<file path="src/rtl/ycc422_pkg.sv">
// Shared types for the 4:2:2 demultiplexer.
// Assumes: word positions in the shared-bus cycle start at Cb.
package ycc422_pkg;
    // Position of a word within a chroma cycle; two-bus mode uses only the first two values.
    typedef enum logic [1:0] {
        PH_CB = 2'd0,
        PH_Y0 = 2'd1,
        PH_CR = 2'd2,
        PH_Y1 = 2'd3
    } ph_t;

    // Progress through the timing-code preamble.
    typedef enum logic [1:0] {
        PRE_IDLE = 2'd0,
        PRE_ONES = 2'd1,
        PRE_Z1   = 2'd2,
        PRE_Z2   = 2'd3
    } pre_t;
endpackage

</file>
<file path="src/rtl/ycc_phase_ctrl.sv">
// Chroma phase tracker: supplies the position of the word sampled at each edge.
// Realigns on the first active sync clock or on a start-of-active-video code,
// and restarts on a change of bus mode.
// Assumes: code_word is already masked; DW >= 8.
module ycc_phase_ctrl
    import ycc422_pkg::*;
#(
    parameter int DW = 10
) (
    input  logic          clk,
    input  logic          rst_n,
    input  logic          mode_sel,
    input  logic          timing_sel,
    input  logic          hs_pol,
    input  logic          hs_in,
    input  logic [DW-1:0] word_mask,
    input  logic [DW-1:0] code_word,
    output ph_t           phase,
    output logic          restart,
    output logic          realign
);
    localparam int          H_BIT   = DW - 4;
    localparam int          MSB     = DW - 1;
    localparam logic [DW-1:0] ALL_ONE = {DW{1'b1}};

    logic mode_q;
    logic hs_act;
    logic hs_act_q;
    logic sav_q;
    pre_t pre_q;
    ph_t  phase_q;
    logic word_ones;
    logic word_zero;
    logic sav_hit;

    // Sync level relative to the configured polarity.
    assign hs_act    = (hs_in == hs_pol);
    assign word_ones = (code_word == (ALL_ONE & word_mask));
    assign word_zero = (code_word == '0);
    assign sav_hit   = (pre_q == PRE_Z2) && code_word[MSB] && !code_word[H_BIT];

    // Realignment source and the resulting phase for this edge.
    assign restart = (mode_sel != mode_q);
    assign realign = timing_sel ? sav_q : (hs_act && !hs_act_q);
    assign phase   = (restart || realign) ? PH_CB : phase_q;

    // Registered sync level and mode, used for edge and change detection.
    always_ff @(posedge clk) begin
        if (!rst_n) begin
            hs_act_q <= 1'b0;
            mode_q   <= mode_sel;
        end else begin
            hs_act_q <= hs_act;
            mode_q   <= mode_sel;
        end
    end

    // Preamble matcher for the embedded timing codes.
    always_ff @(posedge clk) begin
        if (!rst_n) begin
            pre_q <= PRE_IDLE;
            sav_q <= 1'b0;
        end else begin
            sav_q <= sav_hit;
            if (word_ones)
                pre_q <= PRE_ONES;
            else if (pre_q == PRE_ONES && word_zero)
                pre_q <= PRE_Z1;
            else if (pre_q == PRE_Z1 && word_zero)
                pre_q <= PRE_Z2;
            else
                pre_q <= PRE_IDLE;
        end
    end

    // Phase counter: modulo 2 with two buses, modulo 4 with a shared bus.
    always_ff @(posedge clk) begin
        if (!rst_n) begin
            phase_q <= PH_CB;
        end else if (restart) begin
            phase_q <= PH_CB;
        end else if (!mode_sel) begin
            phase_q <= (phase == PH_CB) ? PH_Y0 : PH_CB;
        end else begin
            phase_q <= ph_t'(phase + 2'd1);
        end
    end

    // in two-bus mode the counter only takes the first two positions.
    assert_two_bus_phase_R2: assert property (@(posedge clk) disable iff (!rst_n)
        (!mode_sel && !restart) |=> (mode_sel || phase_q == PH_CB || phase_q == PH_Y0));

endmodule

</file>
<file path="src/rtl/ycc_pair_collect.sv">
// Gathers Cb, Y0, Cr and Y1 into a pixel pair and raises pair_vld for one clock
// when the pair is complete.
// Assumes: phase comes from ycc_phase_ctrl and the buses are already masked.
module ycc_pair_collect
    import ycc422_pkg::*;
#(
    parameter int DW = 10
) (
    input  logic          clk,
    input  logic          rst_n,
    input  logic          shared,
    input  logic          restart,
    input  ph_t           phase,
    input  logic [DW-1:0] prim,
    input  logic [DW-1:0] sec,
    output logic          pair_vld,
    output logic [DW-1:0] pair_y0,
    output logic [DW-1:0] pair_y1,
    output logic [DW-1:0] pair_cb,
    output logic [DW-1:0] pair_cr
);
    logic [DW-1:0] y0_h;
    logic [DW-1:0] cb_h;
    logic [DW-1:0] cr_h;

    // Capture words by position; publish the pair on its last word.
    always_ff @(posedge clk) begin
        if (!rst_n) begin
            y0_h     <= '0;
            cb_h     <= '0;
            cr_h     <= '0;
            pair_vld <= 1'b0;
            pair_y0  <= '0;
            pair_y1  <= '0;
            pair_cb  <= '0;
            pair_cr  <= '0;
        end else begin
            pair_vld <= 1'b0;
            if (!restart) begin
                if (!shared) begin
                    if (phase == PH_CB) begin
                        y0_h <= prim;
                        cb_h <= sec;
                    end else begin
                        pair_y0  <= y0_h;
                        pair_y1  <= prim;
                        pair_cb  <= cb_h;
                        pair_cr  <= sec;
                        pair_vld <= 1'b1;
                    end
                end else begin
                    case (phase)
                        PH_CB: cb_h <= prim;
                        PH_Y0: y0_h <= prim;
                        PH_CR: cr_h <= prim;
                        default: begin
                            pair_y0  <= y0_h;
                            pair_y1  <= prim;
                            pair_cb  <= cb_h;
                            pair_cr  <= cr_h;
                            pair_vld <= 1'b1;
                        end
                    endcase
                end
            end
        end
    end

    // a completed pair is never followed by another on the next clock.
    assert_pair_gap_R2: assert property (@(posedge clk) disable iff (!rst_n)
        pair_vld |=> !pair_vld);

endmodule

</file>
<file path="src/rtl/ycc_pixel_seq.sv">
// Emits each pixel pair as two pixels: the first carries the co-sited chroma,
// the second repeats it. In shared-bus mode the second pixel follows two clocks
// later, which keeps the pixel rate at half the clock.
// Assumes: pairs arrive no closer than two clocks (two-bus) or four (shared).
module ycc_pixel_seq #(
    parameter int DW = 10
) (
    input  logic          clk,
    input  logic          rst_n,
    input  logic          shared,
    input  logic          restart,
    input  logic          pair_vld,
    input  logic [DW-1:0] pair_y0,
    input  logic [DW-1:0] pair_y1,
    input  logic [DW-1:0] pair_cb,
    input  logic [DW-1:0] pair_cr,
    output logic          pix_valid,
    output logic [DW-1:0] y_out,
    output logic [DW-1:0] cb_out,
    output logic [DW-1:0] cr_out,
    output logic          cosited
);
    logic          pend;
    logic          gap;
    logic [DW-1:0] y1_h;

    // Pixel output sequencing.
    always_ff @(posedge clk) begin
        if (!rst_n) begin
            pend      <= 1'b0;
            gap       <= 1'b0;
            y1_h      <= '0;
            pix_valid <= 1'b0;
            y_out     <= '0;
            cb_out    <= '0;
            cr_out    <= '0;
            cosited   <= 1'b0;
        end else if (restart) begin
            pend      <= 1'b0;
            gap       <= 1'b0;
            pix_valid <= 1'b0;
            cosited   <= 1'b0;
        end else if (pair_vld) begin
            y_out     <= pair_y0;
            cb_out    <= pair_cb;
            cr_out    <= pair_cr;
            cosited   <= 1'b1;
            pix_valid <= 1'b1;
            y1_h      <= pair_y1;
            pend      <= 1'b1;
            gap       <= shared;
        end else if (pend && gap) begin
            gap       <= 1'b0;
            pix_valid <= 1'b0;
            cosited   <= 1'b0;
        end else if (pend) begin
            y_out     <= y1_h;
            cosited   <= 1'b0;
            pix_valid <= 1'b1;
            pend      <= 1'b0;
        end else begin
            pix_valid <= 1'b0;
            cosited   <= 1'b0;
        end
    end

    // shared-bus pixels never come on two clocks in a row.
    assert_shared_rate_R3: assert property (@(posedge clk) disable iff (!rst_n)
        (shared && pix_valid && !restart) |=> !pix_valid);

    // in two-bus mode a co-sited pixel is followed at once by its partner.
    assert_cosite_follow_R10: assert property (@(posedge clk) disable iff (!rst_n)
        (!shared && pix_valid && cosited && !restart) |=> (pix_valid && !cosited));

    // the partner pixel repeats the chroma pair.
    assert_chroma_repeat_R10: assert property (@(posedge clk) disable iff (!rst_n)
        (pix_valid && !cosited) |-> ($stable(cb_out) && $stable(cr_out)));

    // the co-sited flag is only raised on a valid pixel.
    assert_cosited_valid_R10: assert property (@(posedge clk) disable iff (!rst_n)
        cosited |-> pix_valid);

    // a mode change leaves no pixel after that edge.
    assert_mode_flush_R9: assert property (@(posedge clk) disable iff (!rst_n)
        restart |=> !pix_valid);

endmodule

</file>
<file path="src/rtl/ycc422_demux.sv">
// Top level of the 4:2:2 input demultiplexer: masks the buses for narrow input,
// tracks chroma phase, collects pixel pairs and sequences them onto the outputs.
// Assumes: DW >= 8; bus_a carries luma or the shared stream and any timing codes.
module ycc422_demux
    import ycc422_pkg::*;
#(
    parameter int DW = 10
) (
    input  logic          clk,
    input  logic          rst_n,
    input  logic          mode_sel,
    input  logic          timing_sel,
    input  logic          hs_pol,
    input  logic          hs_in,
    input  logic          narrow_en,
    input  logic [DW-1:0] bus_a,
    input  logic [DW-1:0] bus_b,
    output logic          pix_valid,
    output logic [DW-1:0] y_out,
    output logic [DW-1:0] cb_out,
    output logic [DW-1:0] cr_out,
    output logic          cosited
);
    localparam logic [DW-1:0] FULL_MASK   = {DW{1'b1}};
    localparam logic [DW-1:0] NARROW_MASK = {{(DW-2){1'b1}}, 2'b00};

    logic [DW-1:0] word_mask;
    logic [DW-1:0] prim_m;
    logic [DW-1:0] sec_m;
    ph_t           phase;
    logic          restart;
    logic          realign;
    logic          pair_vld;
    logic [DW-1:0] pair_y0;
    logic [DW-1:0] pair_y1;
    logic [DW-1:0] pair_cb;
    logic [DW-1:0] pair_cr;

    // Narrow input drops the two low bits of every word.
    assign word_mask = narrow_en ? NARROW_MASK : FULL_MASK;
    assign prim_m    = bus_a & word_mask;
    assign sec_m     = bus_b & word_mask;

    ycc_phase_ctrl #(.DW(DW)) u_phase (
        .clk        (clk),
        .rst_n      (rst_n),
        .mode_sel   (mode_sel),
        .timing_sel (timing_sel),
        .hs_pol     (hs_pol),
        .hs_in      (hs_in),
        .word_mask  (word_mask),
        .code_word  (prim_m),
        .phase      (phase),
        .restart    (restart),
        .realign    (realign)
    );

    ycc_pair_collect #(.DW(DW)) u_collect (
        .clk      (clk),
        .rst_n    (rst_n),
        .shared   (mode_sel),
        .restart  (restart),
        .phase    (phase),
        .prim     (prim_m),
        .sec      (sec_m),
        .pair_vld (pair_vld),
        .pair_y0  (pair_y0),
        .pair_y1  (pair_y1),
        .pair_cb  (pair_cb),
        .pair_cr  (pair_cr)
    );

    ycc_pixel_seq #(.DW(DW)) u_seq (
        .clk       (clk),
        .rst_n     (rst_n),
        .shared    (mode_sel),
        .restart   (restart),
        .pair_vld  (pair_vld),
        .pair_y0   (pair_y0),
        .pair_y1   (pair_y1),
        .pair_cb   (pair_cb),
        .pair_cr   (pair_cr),
        .pix_valid (pix_valid),
        .y_out     (y_out),
        .cb_out    (cb_out),
        .cr_out    (cr_out),
        .cosited   (cosited)
    );

    // a realigning word starts a pair, so no pair completes on that edge.
    assert_hs_realign_R4: assert property (@(posedge clk) disable iff (!rst_n)
        (realign && !restart) |=> !pair_vld);

endmodule

</file>
<file path="config.mk">
export PLATFORM = sky130hd
export DESIGN_NAME = ycc422_demux
export DESIGN_NICKNAME = d
export VERILOG_FILES = /design/src/rtl/ycc422_pkg.sv /design/src/rtl/ycc_phase_ctrl.sv /design/src/rtl/ycc_pair_collect.sv /design/src/rtl/ycc_pixel_seq.sv /design/src/rtl/ycc422_demux.sv
export SDC_FILE = /design/constraint.sdc
export NUM_CORES = 1
export LEC_CHECK = 0
export ABC_AREA = 1
export CORE_MARGIN = 1.5
export CORE_UTILIZATION = 57
export CTS_BUF_LIST = sky130_fd_sc_hd__clkbuf_4
export DETAILED_ROUTE_END_ITERATION = 10
export PLACE_DENSITY = 0.94
export SYNTH_ARGS = -nofsm -noshare
export SYNTH_HDL_FRONTEND = slang
export SYNTH_SLANG_ARGS = --single-unit
</file>
<file path="constraint.sdc">
create_clock -name clk -period 2.4 [get_ports clk]
set_clock_uncertainty 0.15 [all_clocks]
set_input_delay 0.36 -clock clk [delete_from_list [all_inputs] [get_ports clk]]
set_output_delay 0.36 -clock clk [all_outputs]
set_load 0.03 [all_outputs]
</file>
### Word-level counts from Yosys, hierarchy flattened

Cells that the tools add are included.

* reductions and logical operators: 23
* bitwise gates (word level): 4
* muxes and demuxes: 39
* $add $sub $neg: 1
* equal/unequal tests: 12

Operator list (number)
* 10-bit 2-to-1 mux: 20
* 10-bit bitwise AND: 2
* 1-bit 2-to-1 mux: 14
* 3-bit AND reduction: 4
* 10-bit equality test: 1
* 10-bit logical NOT: 1
* 2-bit 2-to-1 mux: 5
* 2-bit equality test, second input constant: 3
* 1-bit logical AND: 6
* 2-bit != test, second input constant: 3
* 2-bit nonzero test: 3
* 2-bit by 1-bit equality test with 1-bit output, second input constant: 2
* 2-bit AND reduction: 2
* 2-bit OR reduction: 2
* 3-bit OR reduction: 1
* 2-bit by 1-bit adder with 2-bit output, second input constant: 1
* 1-bit logical NOT: 2
* 2-bit logical NOT: 1
* 2-bit by 1-bit != test with 1-bit output, second input constant: 1
* 1-bit NOT: 2
* 1-bit equality test: 1
* 1-bit logical OR: 1
* 1-bit != test: 1

* register bits after elaboration: 122
* output and inout bits: 32
* bits of input ports: 27
* logic and storage cells: 101

### Logic depth before layout (Yosys ltp)

* depth after elaboration: 9
* depth in mapped cells: 15
* mapped depth without buffers: 14

### Modules after synthesis

From an unflattened synthesis, not the netlist that was laid out.

* cell total of the unflattened synthesis: 761
* area, all modules: 5232.5 um^2

Modules (own cells, without submodules)
* ycc_pair_collect: seq. area each 1421.4 um^2, area each 2971.6 um^2, cells an instance 430, times used 1
* ycc_pixel_seq: seq. area each 880.8 um^2, area each 1712.9 um^2, cells an instance 238, times used 1
* ycc_phase_ctrl: seq. area each 140.1 um^2, area each 510.5 um^2, cells an instance 83, times used 1
* ycc422_demux: seq. area each 0.0 um^2, area each 37.5 um^2, cells an instance 10, times used 1

### Worst setup path after synthesis

OpenSTA, ideal clock, no wires.

* path kind: in2reg
* start point: in mode_sel
* end point: reg u_collect.pair_cr[0]
* slack: 129 ps
* data required time: 2134 ps
* arrival time: 2005 ps
* path buffers: 1
* cell stages on the path: 11
* cell sequence: ha_1 a21oi_1 nand2_1 inv_1 nand2_1 ha_1 o21ai_0 nand2_2 clkbuf_2 o21ai_0 nor2_1

* cells in the longest elaborated chain, start to end: 7
* elaborated cells on any way between the ends: 12

Ends and longest elaborated chain
* start: declaration: RTL line ycc422_demux.sv:11 `input logic mode_sel,`
* 1-bit != test: RTL line ycc_phase_ctrl.sv:43 `assign restart = (mode_sel != mode_q);`
* 1-bit logical OR: RTL line ycc_phase_ctrl.sv:45 `assign phase = (restart || realign) ? PH_CB : phase_q;`
* 2-bit 2-to-1 mux: RTL line ycc_phase_ctrl.sv:45
* 2-bit by 1-bit equality test with 1-bit output, or another cell as far along: RTL line ycc_pair_collect.sv:52 `case (phase)`
* 3-bit OR reduction (no line)
* 2-bit != test (no line)
* 3-bit AND reduction (no line)
* end signal: assignment: RTL line ycc_pair_collect.sv:60 `pair_cr <= cr_h;`
* end: declaration: RTL line ycc_pair_collect.sv:20 `output logic [DW-1:0] pair_cr`

Several ways; a longest one is shown, not always the timed one.
A chain may end at the register's enable or synchronous reset.

### Worst setup path in the final report

Same ends and word-level chain as after synthesis.

==> flow_summary.rst <==
.. list-table::
   :header-rows: 1

   * - Metric
     - Value
   * - Minimum setup slack in the final design
     - 0.06116 ns
   * - Max clock buf depth
     - 2
   * - Cell count after synthesis
     - 631
   * - Share of cells above drive strength 1
     - 10.10%
   * - CP peak stage delay
     - 0.43 ns
   * - Initial core utilization
     - 59.85%
   * - Area taken by multi-input logic gates
     - 0.001959 sq mm
   * - Critical setup path kind
     - in2reg
   * - First-pass GRT wire length
     - 18,020 um
   * - Hold Violations, Final
     - 0
   * - Count of unresolved DRC violations after routing
     - 0
   * - CTS tree
     - done
   * - Areal power density over the cells
     - 647.8 mW/mm^2
   * - Number of global-route vias before repair
     - 3,987
   * - Max rail drop VDD
     - 497.8 uV
   * - Critical-path cell with the highest stage delay
     - sky130_fd_sc_hd__clkdlybuf4s50_1
   * - Slew HR
     - 64.76%
   * - Count of maximum capacitance violations
     - 0
   * - Pin count of the biggest net entering global routing
     - 87
   * - Chip width
     - 93.78 um
   * - Slew @ Worst Pin
     - 0.5254 ns
   * - Mean instance size in the synthesized netlist
     - 7.444 sq um
   * - Number of inserted filler cells in the final layout
     - 566
   * - Root Buffer
     - sky130_fd_sc_hd__clkbuf_4
   * - Grt total ovfl
     - 0
   * - Run status
     - finished clean
   * - Post CTS Setup Buffer Count
     - 0
   * - Core area
     - 0.007848 sq mm
   * - Detail Placement HPWL
     - 7716 um
   * - Drt via density
     - 5.487
   * - Total standard cell area after synthesis
     - 0.004697 sq mm
   * - Worst slack, placed
     - -0.5382 ns
   * - Y dimension of the die
     - 93.78 um
   * - Number of vias after detailed routing
     - 4,472
   * - Family of cells with the greatest summed delay on the critical path
     - buffers and inverters
   * - Cells traversed along the worst timing path
     - clkdlybuf4s50_1 -> ha_1 -> a21oi_2 -> nand2_1 -> inv_1 -> nand2_1 -> inv_1 -> ha_1 -> nand2_1 -> o21ai_1 -> nand2_2 -> o21ai_0 -> buf_4 -> nor2_1
   * - Detailed-route wire length per cell
     - 13.84 um
   * - Antenna violations before repair
     - 0
   * - Number of max-slew violations in the final report
     - 0
   * - H-Tree Depth
     - 4
   * - Global-route usage over all layers
     - 26.13%
   * - Sort of element at the start of the critical path
     - primary input
   * - Antenna Nets Post-Route
     - 0
   * - Highest net fanout along the worst path
     - 7
   * - Syn nets
     - 664
   * - Number of iterations in the first detailed-routing pass
     - 6
   * - Sequential-to-total area share from yosys stat
     - 52.00%
   * - Nets
     - 733
   * - Standard-cell rows
     - 32
   * - Clock latency on the worst-skew pair
     - 0.50 ns
   * - Capturing element type of the critical path
     - flop
   * - Leak Pwr
     - 2.488 nW
   * - Clock buffer count from CTS
     - 17
   * - Clock slew at the register clock pins of the worst setup and hold paths
     - 0.13 ns
   * - Arrival @ worst endpoint
     - 2.62 ns
   * - Global placer's final weighted congestion
     - 0.9323
   * - Area enclosed by the die boundary
     - 0.008794 sq mm
   * - Count of yosys warnings during synthesis
     - 0
   * - Utilization of the core after routing
     - 73.71%
   * - Number of different library cells in the post-synthesis netlist
     - 24
   * - Synth Register Bits
     - 122
   * - RSZ-0062 raised after global routing
     - true
   * - Cell taking the most area after synthesis
     - sky130_fd_sc_hd__dfxtp_1
   * - Count of pins on the block boundary
     - 59
   * - Critical Path Most Common Cell
     - sky130_fd_sc_hd__nand2_1
   * - Highest achievable clock rate
     - 427.6 MHz
   * - Depth of the critical timing path with buffers and inverters included
     - 14
   * - Port Buffers
     - 58
   * - Buffers & Inverters on Critical Path
     - 4
   * - Share of the clock period used by the worst path after layout
     - 97.45%
   * - Area of all sequential standard cells
     - 0.002442 sq mm
   * - Required arrival time at the worst endpoint
     - 2.68 ns
   * - Count of endpoints failing setup in the final report
     - 0
   * - Worst min-delay path class
     - in2reg
   * - Synth top area share
     - 52.00%
   * - Area Growth Syn to Fin
     - 23.15%
   * - ANT cells
     - 0
   * - Leading post-synthesis cells by cell area
     - sky130_fd_sc_hd__dfxtp_1 52%, sky130_fd_sc_hd__nor2_1 14%, sky130_fd_sc_hd__o21ai_0 12%, sky130_fd_sc_hd__nand2_1 6.2%, sky130_fd_sc_hd__a21oi_1 2.9%
   * - Number of cells traversed by the worst register-to-register path
     - 13
   * - Minimum clock period after layout
     - 2.339 ns
   * - Final wirelength
     - 11,280 um
   * - Hold Path Cell Cnt
     - 3
   * - Violation count after the first detailed-routing iteration
     - 398
   * - Sinks on the clock net
     - 122
[repair_timing]
item / 4_1_cts / 5_1_grt
cloned: 0 / 1
hold buffers: 0 / 0
setup endpoints to repair: 1 / 44
pin swaps: 0 / 1
gates resized for setup: 1 / 15
[cell usage in the layout (no fill, tap or decap), drive strengths merged]
cell type,instances
nor3,2
clkinvlp,3
clkinv,7
nor2,179
buf,28
clkdlybuf4s50,57
a21oi,27
a211oi,1
clkbuf,18
inv,41
or2,1
nand3,16
dfxtp,122
a31oi,8
nand4,1
o21ai,117
nand2,79
ha,6
[registers in the layout (all words and copies together), names as in the netlist]
name,count
u_collect.cb_h,10
u_collect.cr_h,10
u_collect.pair_cb,10
u_collect.pair_cr,10
u_collect.pair_y0,10
u_collect.pair_y1,10
u_collect.y0_h,10
u_seq.cb_out,10
u_seq.cr_out,10
u_seq.y1_h,10
u_seq.y_out,10
u_phase.phase_q,2
u_phase.pre_q,2
u_collect.pair_vld,1
u_phase.hs_act_q,1
u_phase.mode_q,1
u_phase.sav_q,1
u_seq.cosited,1
u_seq.gap,1
u_seq.pend,1
u_seq.pix_valid,1
[cells in the mapped netlist]
master,number
sky130_fd_sc_hd__clkbuf_2,1
sky130_fd_sc_hd__a21oi_1,27
sky130_fd_sc_hd__clkinv_1,1
sky130_fd_sc_hd__o21ai_0,116
sky130_fd_sc_hd__inv_2,3
sky130_fd_sc_hd__nand4_1,1
sky130_fd_sc_hd__nand3_1,16
sky130_fd_sc_hd__nor3_1,2
sky130_fd_sc_hd__ha_1,6
sky130_fd_sc_hd__nand2_2,2
sky130_fd_sc_hd__nor2_8,1
sky130_fd_sc_hd__inv_1,30
sky130_fd_sc_hd__nand2_1,77
sky130_fd_sc_hd__clkbuf_1,17
sky130_fd_sc_hd__buf_4,3
sky130_fd_sc_hd__nor2_2,1
sky130_fd_sc_hd__nor2_1,177
sky130_fd_sc_hd__o21ai_1,1
sky130_fd_sc_hd__a211oi_1,1
sky130_fd_sc_hd__or2_1,1
sky130_fd_sc_hd__inv_4,2
sky130_fd_sc_hd__a31oi_1,8
sky130_fd_sc_hd__dfxtp_1,122
sky130_fd_sc_hd__buf_2,15
[report_power, final]
group	switching [mW]	internal, mW
Clock	0.831	0.430
Sequential	0.0317	2.08
Combinational	0.217	0.154
Total	1.08	2.67
[cell families (layout without fill, tap and decap cells)]
kind of cell / after synthesis / count (layout) / share of synthesized area [%]
buffers and inverters: 72 / 154 / 6.526
and+or+nand+nor: 278 / 278 / 23.31
adders and majority gates: 6 / 6 / 1.598
DFF: 122 / 122 / 52.00
AOI/OAI and AO/OA: 153 / 153 / 16.57
[cell type report]
cell class | count | area share [%]
Clock buffer | 17 | 2.206
Timing Repair Buffer | 86 | 14.97
Clock inverter | 15 | 2.055
Inverter | 36 | 2.466
Sequential cell | 122 | 42.22
Multi-Input combinational cell | 437 | 33.87
Tap cell | 102 | 2.206
[through the flow]
| step | std cells | hold WS, ns | cell area, sq um | TNS, ns | total power [mW] |
|---|---|---|---|---|---|
| final | 815 | 0.08225 | 5784 | 0 | 3.747 |
| after global routing | 815 | 0.07086 | 5784 | -0.1678 | 3.896 |
| after CTS | 814 | 0.05132 | 5746 | 0 | 3.739 |
| after detailed placement | 782 | 0.2964 | 5499 | -25.38 | 2.514 |
| after global placement | 782 | 0.2846 | 5499 | -16.74 | 2.496 |
| after floorplan | 631 | 0.2377 | 4697 | 0 | 2.354 |
[tightest hold or removal path, stage by stage]
cell and delay, ns:
sky130_fd_sc_hd__buf_2 0.20, sky130_fd_sc_hd__o21ai_0 0.10, sky130_fd_sc_hd__a21oi_1 0.04
[routing by layer]
metal	vias to the layer above	track usage [%]	share of wire [%]
met5	-	0	0
met4	0	9.826	2.3
met3	33	6.311	9.0
met2	235	41.85	47
met1	2031	34.14	41
li1	2173	-	-
[worst paths after layout]
kind                  startpoint                    to  slack (ns)
setup / recovery        mode_sel  u_collect.pair_cr[0]        0.06
setup reg to reg  u_phase.mode_q  u_collect.pair_cr[0]        0.07
hold reg to reg       u_seq.pend            u_seq.pend        0.31
hold / removal             rst_n     u_collect.cr_h[2]        0.08
Note: power is estimated with default switching activity, not from simulation.
